$ cat src/rtl/bwdt_pkg.sv
package bwdt_pkg;
  localparam int unsigned DIGIT_W = 4;
  localparam int unsigned BYTE_W  = 8;

  typedef logic [DIGIT_W-1:0] bcd_t;

  // one-digit BCD decrement, wrapping 0 -> 9
  function automatic bcd_t bcd_dec(input bcd_t d);
    return (d == bcd_t'(0)) ? bcd_t'(9) : bcd_t'(d - bcd_t'(1));
  endfunction
endpackage

$ cat src/rtl/bwdt_rst_sync.sv
module bwdt_rst_sync (
  input  logic clk,
  input  logic rst_n,
  output logic rst_sync_n
);
  logic [1:0] sync_q;

  always_ff @(posedge clk or negedge rst_n) begin
    if (!rst_n) sync_q <= 2'b00;
    else        sync_q <= {sync_q[0], 1'b1};
  end

  assign rst_sync_n = sync_q[1];
endmodule

$ cat src/rtl/bwdt_period_regs.sv
module bwdt_period_regs
  import bwdt_pkg::*;
#(
  parameter int unsigned NUM_REGS = 2,
  localparam int unsigned SEL_W   = $clog2(NUM_REGS),
  localparam int unsigned PER_W   = NUM_REGS * BYTE_W
) (
  input  logic              clk,
  input  logic              rst_n,
  input  logic              wr_en,
  input  logic [SEL_W-1:0]  sel,
  input  logic [BYTE_W-1:0] wdata,
  output logic [BYTE_W-1:0] rdata,
  output logic [PER_W-1:0]  period_q,
  output logic [PER_W-1:0]  period_nxt
);
  logic [NUM_REGS-1:0][BYTE_W-1:0] reg_q;
  logic [NUM_REGS-1:0][BYTE_W-1:0] reg_nxt;

  for (genvar i = 0; i < NUM_REGS; i++) begin : g_reg
    always_comb begin
      reg_nxt[i] = reg_q[i];
      if (wr_en && (sel == SEL_W'(i))) reg_nxt[i] = wdata;
    end

    always_ff @(posedge clk or negedge rst_n) begin
      if (!rst_n) reg_q[i] <= '0;
      else        reg_q[i] <= reg_nxt[i];
    end
  end

  assign rdata      = reg_q[sel];
  assign period_q   = reg_q;
  assign period_nxt = reg_nxt;
endmodule

$ cat src/rtl/bwdt_bcd_down.sv
module bwdt_bcd_down
  import bwdt_pkg::*;
#(
  parameter int unsigned DIGITS = 4,
  localparam int unsigned CNT_W = DIGITS * DIGIT_W
) (
  input  logic             clk,
  input  logic             rst_n,
  input  logic             load,
  input  logic [CNT_W-1:0] load_val,
  input  logic             dec,
  output logic [CNT_W-1:0] cnt_q
);
  logic [CNT_W-1:0] dec_val;
  logic [CNT_W-1:0] cnt_nxt;
  logic [DIGITS:0]  borrow;

  assign borrow[0] = 1'b1;

  for (genvar d = 0; d < DIGITS; d++) begin : g_digit
    bcd_t cur;
    assign cur = cnt_q[d*DIGIT_W +: DIGIT_W];
    assign dec_val[d*DIGIT_W +: DIGIT_W] = borrow[d] ? bcd_dec(cur) : cur;
    assign borrow[d+1] = borrow[d] && (cur == bcd_t'(0));
  end

  always_comb begin
    cnt_nxt = cnt_q;
    if (load)     cnt_nxt = load_val;
    else if (dec) cnt_nxt = dec_val;
  end

  always_ff @(posedge clk or negedge rst_n) begin
    if (!rst_n) cnt_q <= '0;
    else        cnt_q <= cnt_nxt;
  end
endmodule

$ cat src/rtl/bwdt_timer.sv
module bwdt_timer
  import bwdt_pkg::*;
#(
  parameter int unsigned NUM_REGS = 2,
  localparam int unsigned DIGITS  = NUM_REGS * 2,
  localparam int unsigned CNT_W   = DIGITS * DIGIT_W,
  localparam int unsigned SEL_W   = $clog2(NUM_REGS)
) (
  input  logic              clk,
  input  logic              rst_n,
  input  logic              tick_i,
  input  logic              en_i,
  input  logic              periodic_i,
  input  logic              acc_i,
  input  logic              wr_i,
  input  logic [SEL_W-1:0]  sel_i,
  input  logic [BYTE_W-1:0] wdata_i,
  output logic [BYTE_W-1:0] rdata_o,
  output logic              irq_o
);
  logic             rst_sync_n;
  logic [CNT_W-1:0] period_q;
  logic [CNT_W-1:0] period_nxt;
  logic [CNT_W-1:0] cnt_q;
  logic             prog_zero;
  logic             at_end;
  logic             step;
  logic             expire;
  logic             irq_q;
  logic             irq_nxt;

  bwdt_rst_sync u_rst (
    .clk        (clk),
    .rst_n      (rst_n),
    .rst_sync_n (rst_sync_n)
  );

  bwdt_period_regs #(.NUM_REGS(NUM_REGS)) u_regs (
    .clk        (clk),
    .rst_n      (rst_sync_n),
    .wr_en      (acc_i && wr_i),
    .sel        (sel_i),
    .wdata      (wdata_i),
    .rdata      (rdata_o),
    .period_q   (period_q),
    .period_nxt (period_nxt)
  );

  // count reaching one (or an unexpected zero) ends the period on this tick
  assign prog_zero = (period_q == '0);
  assign at_end    = (cnt_q[CNT_W-1:1] == '0);
  assign step      = tick_i && en_i && !acc_i && !prog_zero;
  assign expire    = step && at_end;

  bwdt_bcd_down #(.DIGITS(DIGITS)) u_cnt (
    .clk      (clk),
    .rst_n    (rst_sync_n),
    .load     (acc_i || expire),
    .load_val (period_nxt),
    .dec      (step && !at_end),
    .cnt_q    (cnt_q)
  );

  always_comb begin
    irq_nxt = irq_q;
    if (acc_i)           irq_nxt = 1'b0;
    else if (expire)     irq_nxt = 1'b1;
    else if (periodic_i) irq_nxt = 1'b0;
  end

  always_ff @(posedge clk or negedge rst_sync_n) begin
    if (!rst_sync_n) irq_q <= 1'b0;
    else             irq_q <= irq_nxt;
  end

  assign irq_o = irq_q;
endmodule

$ cat config.mk
export PLATFORM = sky130hd
export DESIGN_NAME = bwdt_timer
export DESIGN_NICKNAME = d
export VERILOG_FILES = /design/src/rtl/bwdt_pkg.sv /design/src/rtl/bwdt_rst_sync.sv /design/src/rtl/bwdt_period_regs.sv /design/src/rtl/bwdt_bcd_down.sv /design/src/rtl/bwdt_timer.sv
export SDC_FILE = /design/constraint.sdc
export NUM_CORES = 1
export LEC_CHECK = 0
export BUFFER_PORTS_ARGS = -buffer_cell sky130_fd_sc_hd__buf_4
export CORE_MARGIN = 4
export CORE_UTILIZATION = 55
export CTS_BUF_LIST = sky130_fd_sc_hd__clkbuf_16
export DETAILED_ROUTE_END_ITERATION = 12
export PLACE_DENSITY_LB_ADDON = 0.25
export SYNTH_ARGS = -nofsm -noshare
export SYNTH_HDL_FRONTEND = slang
export SYNTH_SLANG_ARGS = --single-unit
$ cat constraint.sdc
create_clock -name clk -period 2.34 [get_ports clk]
set_input_delay 0.468 -clock clk [delete_from_list [all_inputs] [get_ports clk]]
set_output_delay 0.468 -clock clk [all_outputs]
set_load 0.03 [all_outputs]
==> results by group, run 1 <==
Power
  – Power Density: about 950 nW/um2
  – Worst vdd ir: roughly 470 uV
  – Leakage: between 0.9 and 1 nW

Routing
  – Met1 WL: between 1500 and 2000 um
  – Number of vias per cell: approximately 6.4
  – Top routing layer in use: met4
  – Drt drc: 0
  – Initial DRC Count: 104
  – Routed vias: between 1,500 and 2,000
  – WL final: ~4600 um
  – Initial DRT Pass Iterations: 5
  – Post-route ant nets: 0
  – WL/cell: 18.3 um
  – WL met2: 2270 um
  – Wire length on met3: between 300 and 400 um

Setup path
  – Path depth of the worst reg2reg path: 5
  – WP depth: 5
  – CP startpoint kind: register
  – Critical path endpoint category: register
  – Crit path buffers/inverters: 0
  – CP max stage cell: or4_4
  – Top Family by Delay on Critical Path: simple AND/OR/NAND/NOR gates
  – Reg2Reg Capture Point: u_cnt.cnt_q[15]$_DFFE_PN0P_
  – Critical Path Fanout Max: 6
  – R2R setup slack: roughly 0.13 ns
  – WP data arrival: 2.40 ns
  – Reg-to-Reg Start: u_cnt.cnt_q[12]$_DFFE_PN0P_
  – Kind of critical path: register to register
  – Worst Path Required: between 2 and 3 ns
  – Worst path cell trace: or4_4 -> a211oi_2 -> nand4_2 -> or4_1 -> a31oi_1
  – CP max stage delay: ~0.6 ns

Synth
  – Commonest cells post-synth: 35 x dfrtp_1, 24 x mux2_2, 17 x nor2_1
  – Post-synth EDFFs: 0
  – Synth Net Count: roughly 190
  – Post-synth top area cell: dfrtp_1
  – Mapped Area: around 1900 um2
  – Count of different cell masters after synthesis: 50
  – Post-synthesis register bit count: 35
  – Post-synth top area share: a little under half
  – Synth async-reset ratio: 100%
  – Ys Warns: 0
  – Prevailing post-synth register cell: dfrtp_1
  – Post-Synthesis Cells: roughly 180
  – Seq/Total Area, Yosys: a little under half
  – Ranking of synthesized cells by area: dfrtp_1 47%, mux2_2 14%, nor2_1 3.4%, o21ai_0 2.7%, nor4_1 2.3%
  – Syn avg cell area: between 10 and 15 um2
  – Most numerous cell in the Yosys netlist: dfrtp_1

Floorplanning
  – Die Width: between 60 and 70 um
  – I/O pin count: 25
  – Initial Util: roughly 59%
  – Row count: 20
  – Die Area: between 4000 and 5000 um2
  – Die height: 66.3 um
  – CORE AREA: between 3000 and 4000 um2

Global routing
  – Largest net degree at the start of global routing: 34
  – Antenna violations before repair: 0
  – Total GRT Usage: between 20% and 30%
  – Vias in the first global route: between 1,500 and 2,000
  – First-pass GRT wire length: 7670 um
  – Global route total overflow: 0

Finish
  – Fill cells: 210
  – # diodes: 0
  – P&R area growth vs syn: 22.5%
  – Layout net count: 222
  – Layout cells sized above 1: between 30% and 40%

Timing
  – Post-route clock period utilization: roughly 94%
  – Relative slew margins: 62.4%
  – Slew Viols, Final: 0
  – Fmax: 0.453 GHz
  – Worst slew pin tran: 0.560 ns
  – Clock Skews: ~0.0019 ns
  – Post-route setup slack: between 0.1 and 0.15 ns
  – Minimum clock period: roughly 2.2 ns
  – Unrepaired setup endpoints after global routing: no
  – Setup total negative slack: 0 ns
  – Final hold violation count: 0
  – Final setup violation count: 0

Job
  – Maxcap violations: 0

CTS
  – H-tree levels: 2
  – Reg clk slew, reported paths: around 0.050 ns
  – TritonCTS Buffers: 5
  – Bufs on Longest Clock Path: 2
  – Post-CTS setup buffer count: 0
  – Clock Latency Late Sink: roughly 0.28 ns
  – Clock root buffer: clkbuf_16
  – Sinks on Clock Net: 35
  – CTS tree: yes

Place
  – Place WS: around 0.079 ns
  – GP Congestion: around 0.90
  – Post-detail-place hpwl: around 3400 um
  – Buffers on Ports: 24

Status
  – Status: completed

Hold path
  – Hold crit path type: register to asynchronous set/reset pin
[cell families (layout without fill, tap and decap cells)]
| logic type | Yosys count | after routing | share of synthesized area (%) |
|---|---|---|---|
| other cells | 1 | 1 | 0.200 |
| compound gates | 44 | 44 | 16.2 |
| simple gates | 61 | 61 | 19.3 |
| buf+inv | 9 | 40 | 2.07 |
| xor+xnor | 1 | 1 | 0.468 |
| flops | 35 | 35 | 46.8 |
| mux | 25 | 25 | 15.0 |
[routing by layer]
| layer | global-route usage [%] | up-vias |
|---|---|---|
| met4 | 7.61 | 0 |
| met3 | 4.93 | 12 |
| met1 | 29.9 | 783 |
| met2 | 39.0 | 75 |
| li1 | - | 745 |
| met5 | 0 | - |
[registers in the layout, summed over array words and instances, names as in the netlist]
name and count:
irq_o 1, u_cnt.cnt_q 16, u_regs.period_q 16, u_rst.sync_q 2
[power by group]
part | switching (W) | internal, W | leakage, nW
Clock | 0.000234 | 0.000496 | 0.0812
Combinational | 0.000295 | 0.000257 | 0.478
Sequential | 0.000153 | 0.000735 | 0.417
Total | 0.000682 | 0.00149 | 0.977
[how the worst max path moves through the flow]
stage                                              to  slack (ns)                         from
final                     u_cnt.cnt_q[15]$_DFFE_PN0P_        0.13  u_cnt.cnt_q[12]$_DFFE_PN0P_
after global placement     u_cnt.cnt_q[4]$_DFFE_PN0P_        0.21  u_cnt.cnt_q[12]$_DFFE_PN0P_
after floorplan            u_cnt.cnt_q[4]$_DFFE_PN0P_        0.29  u_cnt.cnt_q[12]$_DFFE_PN0P_
after detailed placement   u_cnt.cnt_q[4]$_DFFE_PN0P_        0.08  u_cnt.cnt_q[12]$_DFFE_PN0P_
after global routing      u_cnt.cnt_q[15]$_DFFE_PN0P_        0.03  u_cnt.cnt_q[14]$_DFFE_PN0P_
after CTS                  u_cnt.cnt_q[4]$_DFFE_PN0P_        0.07  u_cnt.cnt_q[12]$_DFFE_PN0P_
[what timing repair did]
action / CTS / global route
endpoints found under the setup margin: 0 / 3
hold buffers: 1 / 0
gates resized for setup: 0 / 1
endpoints found under the hold margin: 2 / 0
[layout make-up]
class | count | area, um2 | share of cell area [%]
Clock buffer | 5 | 125 | 5.46
Clock inverter | 3 | 38.8 | 1.69
Inverter | 2 | 7.51 | 0.327
Multi-Input combinational cell | 132 | 963 | 42.0
Sequential cell | 35 | 876 | 38.2
Tap cell | 44 | 55.1 | 2.40
Timing Repair Buffer | 30 | 228 | 9.93
[per-stage QoR]
stage | hold WS (ns) | utilization, % | cells | instance area (um2) | total power (W)
global route | 0.325 | 72.7 | 251 | 2290 | 0.00228
floorplan | 0.172 | - | 176 | 1870 | 0.00124
CTS | 0.286 | 72.5 | 251 | 2290 | 0.00217
detailed placement | 0.252 | 67.0 | 242 | 2110 | 0.00143
finish | 0.264 | 72.7 | 251 | 2290 | 0.00217
global placement | 0.251 | 67.0 | 242 | 2110 | 0.00140
[cell usage in the layout, fill, tap and decap left out, types with 2 or more instances in the layout]
cell type  Yosys  routed
o31ai_1        2       2
a22oi_1        2       2
clkbuf_16      0       5
a211oi_1       2       2
a21oi_1        8       8
dfrtp_1       35      35
inv_1          2       2
a221o_1        3       3
or4_1          2       2
o211ai_1       2       2
mux2_2        24      24
or2_2          3       3
nand4_1        4       4
nor4_1         7       7
and2_1         2       2
nand2_1        2       2
a31oi_1        4       4
nor2_1        17      17
nor3_1         5       5
buf_4          1      29
nor2b_1        3       3
o21ai_0       10      10
nand3_1        4       4
(Power assumes the default switching activity.)
==> inputs of run 2 (changes only) <==
- CAP_MARGIN: unset -> 20
- REMOVE_ABC_BUFFERS: unset -> 1
==> results by group, run 2 (synthesized netlist as in run 1, its figures left out) <==
Timing
  – Final setup violation count: 0 (unchanged)
  – Post-route clock period utilization: 95.4% (+0.94 points)
  – Clock Skews: 0.00479 ns (+0.00289 ns)
  – Unrepaired setup endpoints after global routing: no
  – Worst hold margin: 0.299 ns (+0.0343 ns)
  – Fmax: 0.448 GHz (-0.98%)
  – Final hold violation count: 0 (unchanged)
  – Minimum clock period: 2.23 ns (+0.0219 ns)
  – Slew Viols, Final: 0 (unchanged)
  – Setup total negative slack: 0 ns (unchanged)

Finish
  – # diodes: 0 (unchanged)
  – Most common cell after layout, fill and taps aside: dfrtp_1
  – Layout cells sized above 1: 34.4% (+0.63 points)
  – P&R area growth vs syn: 23.0%
  – Highest-count cells in the layout ignoring fill and taps: 35 x dfrtp_1, 31 x buf_4, 24 x mux2_2, 17 x nor2_1, 10 x o21ai_0
  – Fill cells: 219 (+4.3%)
  – Layout net count: 224 (+0.90%)

Routing
  – Number of vias per cell: 6.46 (+0.38%)
  – WL final: 4900 um (+6.8%)
  – Post-route ant nets: 0 (unchanged)
  – WL/cell: 19.4 um (+5.9%)
  – Routed vias: 1,634 (+1.2%)
  – Initial DRT Pass Iterations: 5 (unchanged)
  – Initial DRC Count: 176 (+69%)
  – Drt drc: 0 (unchanged)

CTS
  – Resized cells post-CTS: 0 (unchanged)
  – Bufs on Longest Clock Path: 2 (unchanged)
  – TritonCTS Buffers: 5 (unchanged)
  – Reg clk slew, reported paths: 0.05 ns (about the same)
  – Sinks on Clock Net: 35 (unchanged)
  – CTS tree: yes
  – H-tree levels: 2 (unchanged)
  – Hold_buf cts: 1 (unchanged)
  – Post-CTS setup buffer count: 0 (unchanged)
  – Clock Latency Late Sink: 0.28 ns (about the same)
  – Clock root buffer: clkbuf_16

Global routing
  – GRT Max-Usage Layer: met2
  – First-pass GRT wire length: 7930 um (+3.3%)
  – Antenna violations before repair: 0 (unchanged)
  – Largest net degree at the start of global routing: 34 (unchanged)
  – Met3 Track Usage GR: 5.61% (+0.68 points)
  – Total GRT Usage: 24.5% (+1.2 points)
  – Global route total overflow: 0 (unchanged)
  – Vias in the first global route: 1,604 (+2.9%)
  – Met1 Usage GRT: 30.8% (+0.86 points)
  – M2 GR Usage: 39.0% (unchanged)

Setup path
  – Critical Path Fanout Max: 5 (-1)
  – R2R setup slack: 0.11 ns (-0.02 ns)
  – Reg-to-Reg Start: u_cnt.cnt_q[12]$_DFFE_PN0P_
  – Worst Path Required: 2.50 ns (-0.03 ns)
  – Reg2Reg Capture Point: u_cnt.cnt_q[4]$_DFFE_PN0P_
  – CP startpoint kind: register
  – Path depth of the worst reg2reg path: 5 (unchanged)
  – WP data arrival: 2.39 ns (about the same)
  – Worst Setup SP: u_cnt.cnt_q[12]$_DFFE_PN0P_
  – Kind of critical path: register to register
  – Critical path endpoint category: register

Floorplanning
  – Die Area: 4400 um2 (unchanged)
  – Die height: 66.3 um (unchanged)
  – Initial Util: 59.4% (unchanged)
  – Row count: 20 (unchanged)
  – I/O pin count: 25 (unchanged)
  – Die Width: 66.3 um (unchanged)
  – CORE AREA: 3150 um2 (unchanged)

Place
  – Buffers on Ports: 24 (unchanged)
  – GP Congestion: 0.824 (-8.4%)
  – Post-detail-place hpwl: 3530 um (+4.0%)

Power
  – Power Density: 946 nW/um2 (about the same)
  – Worst vdd ir: 596 uV (+26%)
  – Leakage: 0.983 nW (+0.61%)

Status
  – Status: completed

Job
  – Maxcap violations: 0 (unchanged)

Hold path
  – Hold crit path type: register to asynchronous set/reset pin
## run 2: changes by cell type in the layout (fill, tap and decap cells not counted), sizes merged
| cell | delta |
|---|---|
| buf | +2 |
## run 2: final cells by class
| class | count | area, um2 | share of cell area (%) |
|---|---|---|---|
| Timing Repair Buffer | 32 | 243 | 10.5 |
| Clock buffer | 5 | 125 | 5.43 |
| Clock inverter | 3 | 38.8 | 1.68 |
| Inverter | 2 | 7.51 | 0.326 |
| Tap cell | 44 | 55.1 | 2.39 |
| Multi-Input combinational cell | 132 | 957 | 41.6 |
| Sequential cell | 35 | 876 | 38.0 |
## run 2: where the power goes
part | switching, W | total [W] | leakage [nW] | internal, W
clock network | 0.000232 | 0.000728 | 0.0812 | 0.000496
logic | 0.000296 | 0.000559 | 0.484 | 0.000263
registers | 0.000156 | 0.000891 | 0.417 | 0.000735
## run 2: worst max path at each step
stage / end / slack (ns) / depth (start not counted)
floorplan: u_cnt.cnt_q[4]$_DFFE_PN0P_ / 0.29 / 5
global placement: u_cnt.cnt_q[4]$_DFFE_PN0P_ / 0.18 / 5
detailed placement: u_cnt.cnt_q[4]$_DFFE_PN0P_ / 0.13 / 5
CTS: u_cnt.cnt_q[4]$_DFFE_PN0P_ / 0.12 / 5
global route: u_cnt.cnt_q[4]$_DFFE_PN0P_ / 0.01 / 5
finish: u_cnt.cnt_q[4]$_DFFE_PN0P_ / 0.11 / 5
## run 2: stage by stage
step | total power [W] | instances | util, % | cell area [um2] | setup WS, ns
2_1_floorplan | 0.00123 | 169 | - | 1840 | 0.292
3_3_place_gp | 0.00141 | 244 | 67.5 | 2130 | 0.184
3_5_place_dp | 0.00144 | 244 | 67.5 | 2130 | 0.131
4_1_cts | 0.00218 | 253 | 73.0 | 2300 | 0.117
5_1_grt | 0.00229 | 253 | 73.0 | 2300 | 0.0142
6_report | 0.00218 | 253 | 73.0 | 2300 | 0.109
## run 2: routing by layer
layer  wire [um]  share of wire [%]
met5           0                  0
met4         186                3.8
met3         313                6.4
met2        2360                 48
met1        2040                 42
## run 2: critical path, cell delays in order (launching register included)
cell and delay, ns:
dfrtp_1 0.42, or4_4 0.60, nor3_2 0.30, a221oi_1 0.19, or2_1 0.27, a221o_1 0.35
==> inputs of run 3 (changes only) <==
- CORE_UTILIZATION: 55 -> 61
==> results by group, run 3 (synthesized netlist as in run 1, its figures left out) <==
Timing
  – Post-route clock period utilization: 94.6% (-0.77 points)
  – Worst slew pin tran: between 0.5 and 0.6 ns
  – Setup total negative slack: 0 ns (unchanged)
  – Minimum clock period: 2.21 ns (-0.0180 ns)
  – Clock Skews: 0.00364 ns (-0.00115 ns)
  – Relative slew margins: a little over three fifths
  – Final hold violation count: 0 (unchanged)
  – Worst hold margin: 0.268 ns (-0.0309 ns)
  – Slew Viols, Final: 0 (unchanged)
  – Fmax: 0.452 GHz (+0.81%)
  – Unrepaired setup endpoints after global routing: no
  – Final setup violation count: 0 (unchanged)

Finish
  – Layout net count: 222 (-0.89%)
  – Most common cell after layout, fill and taps aside: dfrtp_1
  – P&R area growth vs syn: 21.7%
  – Highest-count cells in the layout ignoring fill and taps: 35 x dfrtp_1, 29 x buf_4, 24 x mux2_2, 17 x nor2_1, 10 x o21ai_0
  – Fill cells: 167 (-24%)
  – # diodes: 0 (unchanged)
  – Cell area after layout: 2280 um2 (-1.1%)
  – Layout cells sized above 1: 33.8% (-0.63 points)

Place
  – GP Congestion: 0.955 (+16%)
  – Post-DP Area: 2100 um2 (-1.5%)
  – Post-detail-place hpwl: 3280 um (-7.1%)
  – Buffers on Ports: 24 (unchanged)

Setup path
  – Kind of critical path: register to register
  – Reg-to-Reg Start: u_cnt.cnt_q[12]$_DFFE_PN0P_
  – Critical path endpoint category: register
  – Reg2Reg Capture Point: u_cnt.cnt_q[15]$_DFFE_PN0P_
  – Crit path buffers/inverters: 0 (unchanged)
  – Critical Path Fanout Max: 6 (+1)
  – CP max stage cell: or4_4
  – Worst path cell trace: or4_4 -> a211oi_2 -> nand4_2 -> or4_1 -> a31oi_1
  – Worst Path Required: 2.54 ns (+0.04 ns)
  – CP max stage delay: 0.60 ns (about the same)
  – CP startpoint kind: register
  – Top Family by Delay on Critical Path: simple AND/OR/NAND/NOR gates
  – R2R setup slack: 0.13 ns (+0.02 ns)
  – Path depth of the worst reg2reg path: 5 (unchanged)
  – WP data arrival: 2.41 ns (+0.02 ns)

Global routing
  – Vias in the first global route: 1,552 (-3.2%)
  – Antenna violations before repair: 0 (unchanged)
  – First-pass GRT wire length: 7660 um (-3.4%)
  – Largest net degree at the start of global routing: 34 (unchanged)
  – Global route total overflow: 0 (unchanged)
  – Total GRT Usage: 24.8% (+0.29 points)

Floorplanning
  – Initial Util: 65.6% (+6.2 points)
  – Die height: 63.4 um (-4.4%)
  – CORE AREA: 2850 um2 (-9.5%)
  – Die Area: 4020 um2 (-8.7%)
  – Die Width: 63.4 um (-4.4%)
  – Row count: 19 (-5.0%)
  – I/O pin count: 25 (unchanged)

Routing
  – Initial DRC Count: 140 (-20%)
  – Initial DRT Pass Iterations: 4 (-1)
  – Drt drc: 0 (unchanged)
  – WL final: 4740 um (-3.3%)
  – Routed vias: 1,620 (-0.86%)
  – WL/cell: 19.9 um (+2.8%)
  – Number of vias per cell: 6.81 (+5.4%)
  – Post-route ant nets: 0 (unchanged)

Power
  – Switching Fraction: 31.8% (+0.41 points)
  – Power Density: 958 nW/um2 (+1.3%)
  – Int Power: 0.00149 W (-0.41%)
  – Comb pwr share: 25.4% (-0.3 points)
  – Reg power frac: 40.8% (about the same)
  – Switch Pwr: 0.000694 W (+1.5%)
  – Clock share of power: 33.8% (+0.4 points)
  – Power Total: 0.00218 W (+0.18%)
  – Worst vdd ir: 789 uV (+33%)
  – Leakage: 0.977 nW (-0.60%)

CTS
  – TritonCTS Buffers: 5 (unchanged)
  – H-tree levels: 2 (unchanged)
  – CTS tree: yes
  – Sinks on Clock Net: 35 (unchanged)
  – Clock Latency Late Sink: 0.28 ns (about the same)
  – Bufs on Longest Clock Path: 2 (unchanged)
  – Clock root buffer: clkbuf_16
  – Reg clk slew, reported paths: 0.05 ns (about the same)

Hold path
  – Hold crit path type: register to asynchronous set/reset pin

Job
  – Maxcap violations: 0 (unchanged)

Status
  – Status: completed
-- run 3: cell count changes in the layout (fill, tap and decap cells not counted) --
cell	before	now
nor3_2	1	0
buf_4	31	29
nor3_4	0	1
-- run 3: repair_timing --
action | 4_1_cts | 5_1_grt
hold buffers | 1 | 0
gates resized for setup | 0 | 1
hold endpoints to repair | 2 | 0
endpoints found under the setup margin | 0 | 1
buffers inserted | 0 | 0
-- run 3: cell type report --
| cell class | instances | area, um2 | area share [%] |
|---|---|---|---|
| Tap cell | 31 | 38.8 | 1.70 |
| Clock inverter | 3 | 38.8 | 1.70 |
| Clock buffer | 5 | 125 | 5.49 |
| Sequential cell | 35 | 876 | 38.5 |
| Timing Repair Buffer | 30 | 228 | 10.0 |
| Inverter | 2 | 7.51 | 0.330 |
| Multi-Input combinational cell | 132 | 963 | 42.3 |
-- run 3: worst max path at each step --
stage	from	endpoint	slack [ns]	cells after the start
after floorplan	u_cnt.cnt_q[12]$_DFFE_PN0P_	u_cnt.cnt_q[4]$_DFFE_PN0P_	0.29	5
after global placement	u_cnt.cnt_q[14]$_DFFE_PN0P_	u_cnt.cnt_q[4]$_DFFE_PN0P_	0.18	5
after detailed placement	u_cnt.cnt_q[12]$_DFFE_PN0P_	u_cnt.cnt_q[4]$_DFFE_PN0P_	0.11	5
after CTS	u_cnt.cnt_q[12]$_DFFE_PN0P_	u_cnt.cnt_q[4]$_DFFE_PN0P_	0.09	5
after global routing	u_regs.period_q[3]$_DFF_PN0_	u_cnt.cnt_q[0]$_DFFE_PN0P_	0.04	6
final	u_cnt.cnt_q[12]$_DFFE_PN0P_	u_cnt.cnt_q[15]$_DFFE_PN0P_	0.13	5
-- run 3: per-stage QoR --
| stage | util [%] | worst slack (ns) | cells |
|---|---|---|---|
| 2_1_floorplan | - | 0.292 | 169 |
| 3_3_place_gp | 73.5 | 0.183 | 229 |
| 3_5_place_dp | 73.5 | 0.109 | 229 |
| 4_1_cts | 79.6 | 0.0864 | 238 |
| 5_1_grt | 79.8 | 0.0374 | 238 |
| 6_report | 79.8 | 0.127 | 238 |
-- run 3: worst reg2reg max path: cells and delay by family, from the launching register on --
family	cells	cell delay, ns
DFF	1	0.41
AOI/OAI and AO/OA	2	0.46
and+or+nand+nor	3	1.27
-- run 3: power groups by stage --
stage / clock [W] / combinational (W) / sequential, W
5_1_grt: 0.000778 / 0.000598 / 0.000908
3_3_place_gp: 0 / 0.000522 / 0.000874
6_report: 0.000737 / 0.000553 / 0.000890
3_5_place_dp: 0 / 0.000538 / 0.000885
4_1_cts: 0.000748 / 0.000547 / 0.000881
2_1_floorplan: 0 / 0.000383 / 0.000850
-- run 3: per-layer routing --
layer / vias to the layer above / track usage (%) / routed length (um)
met5: - / 0 / 0
met4: 0 / 10.8 / 102
met3: 13 / 7.99 / 495
met2: 91 / 37.0 / 2160
met1: 775 / 32.9 / 1980
li1: 741 / - / -
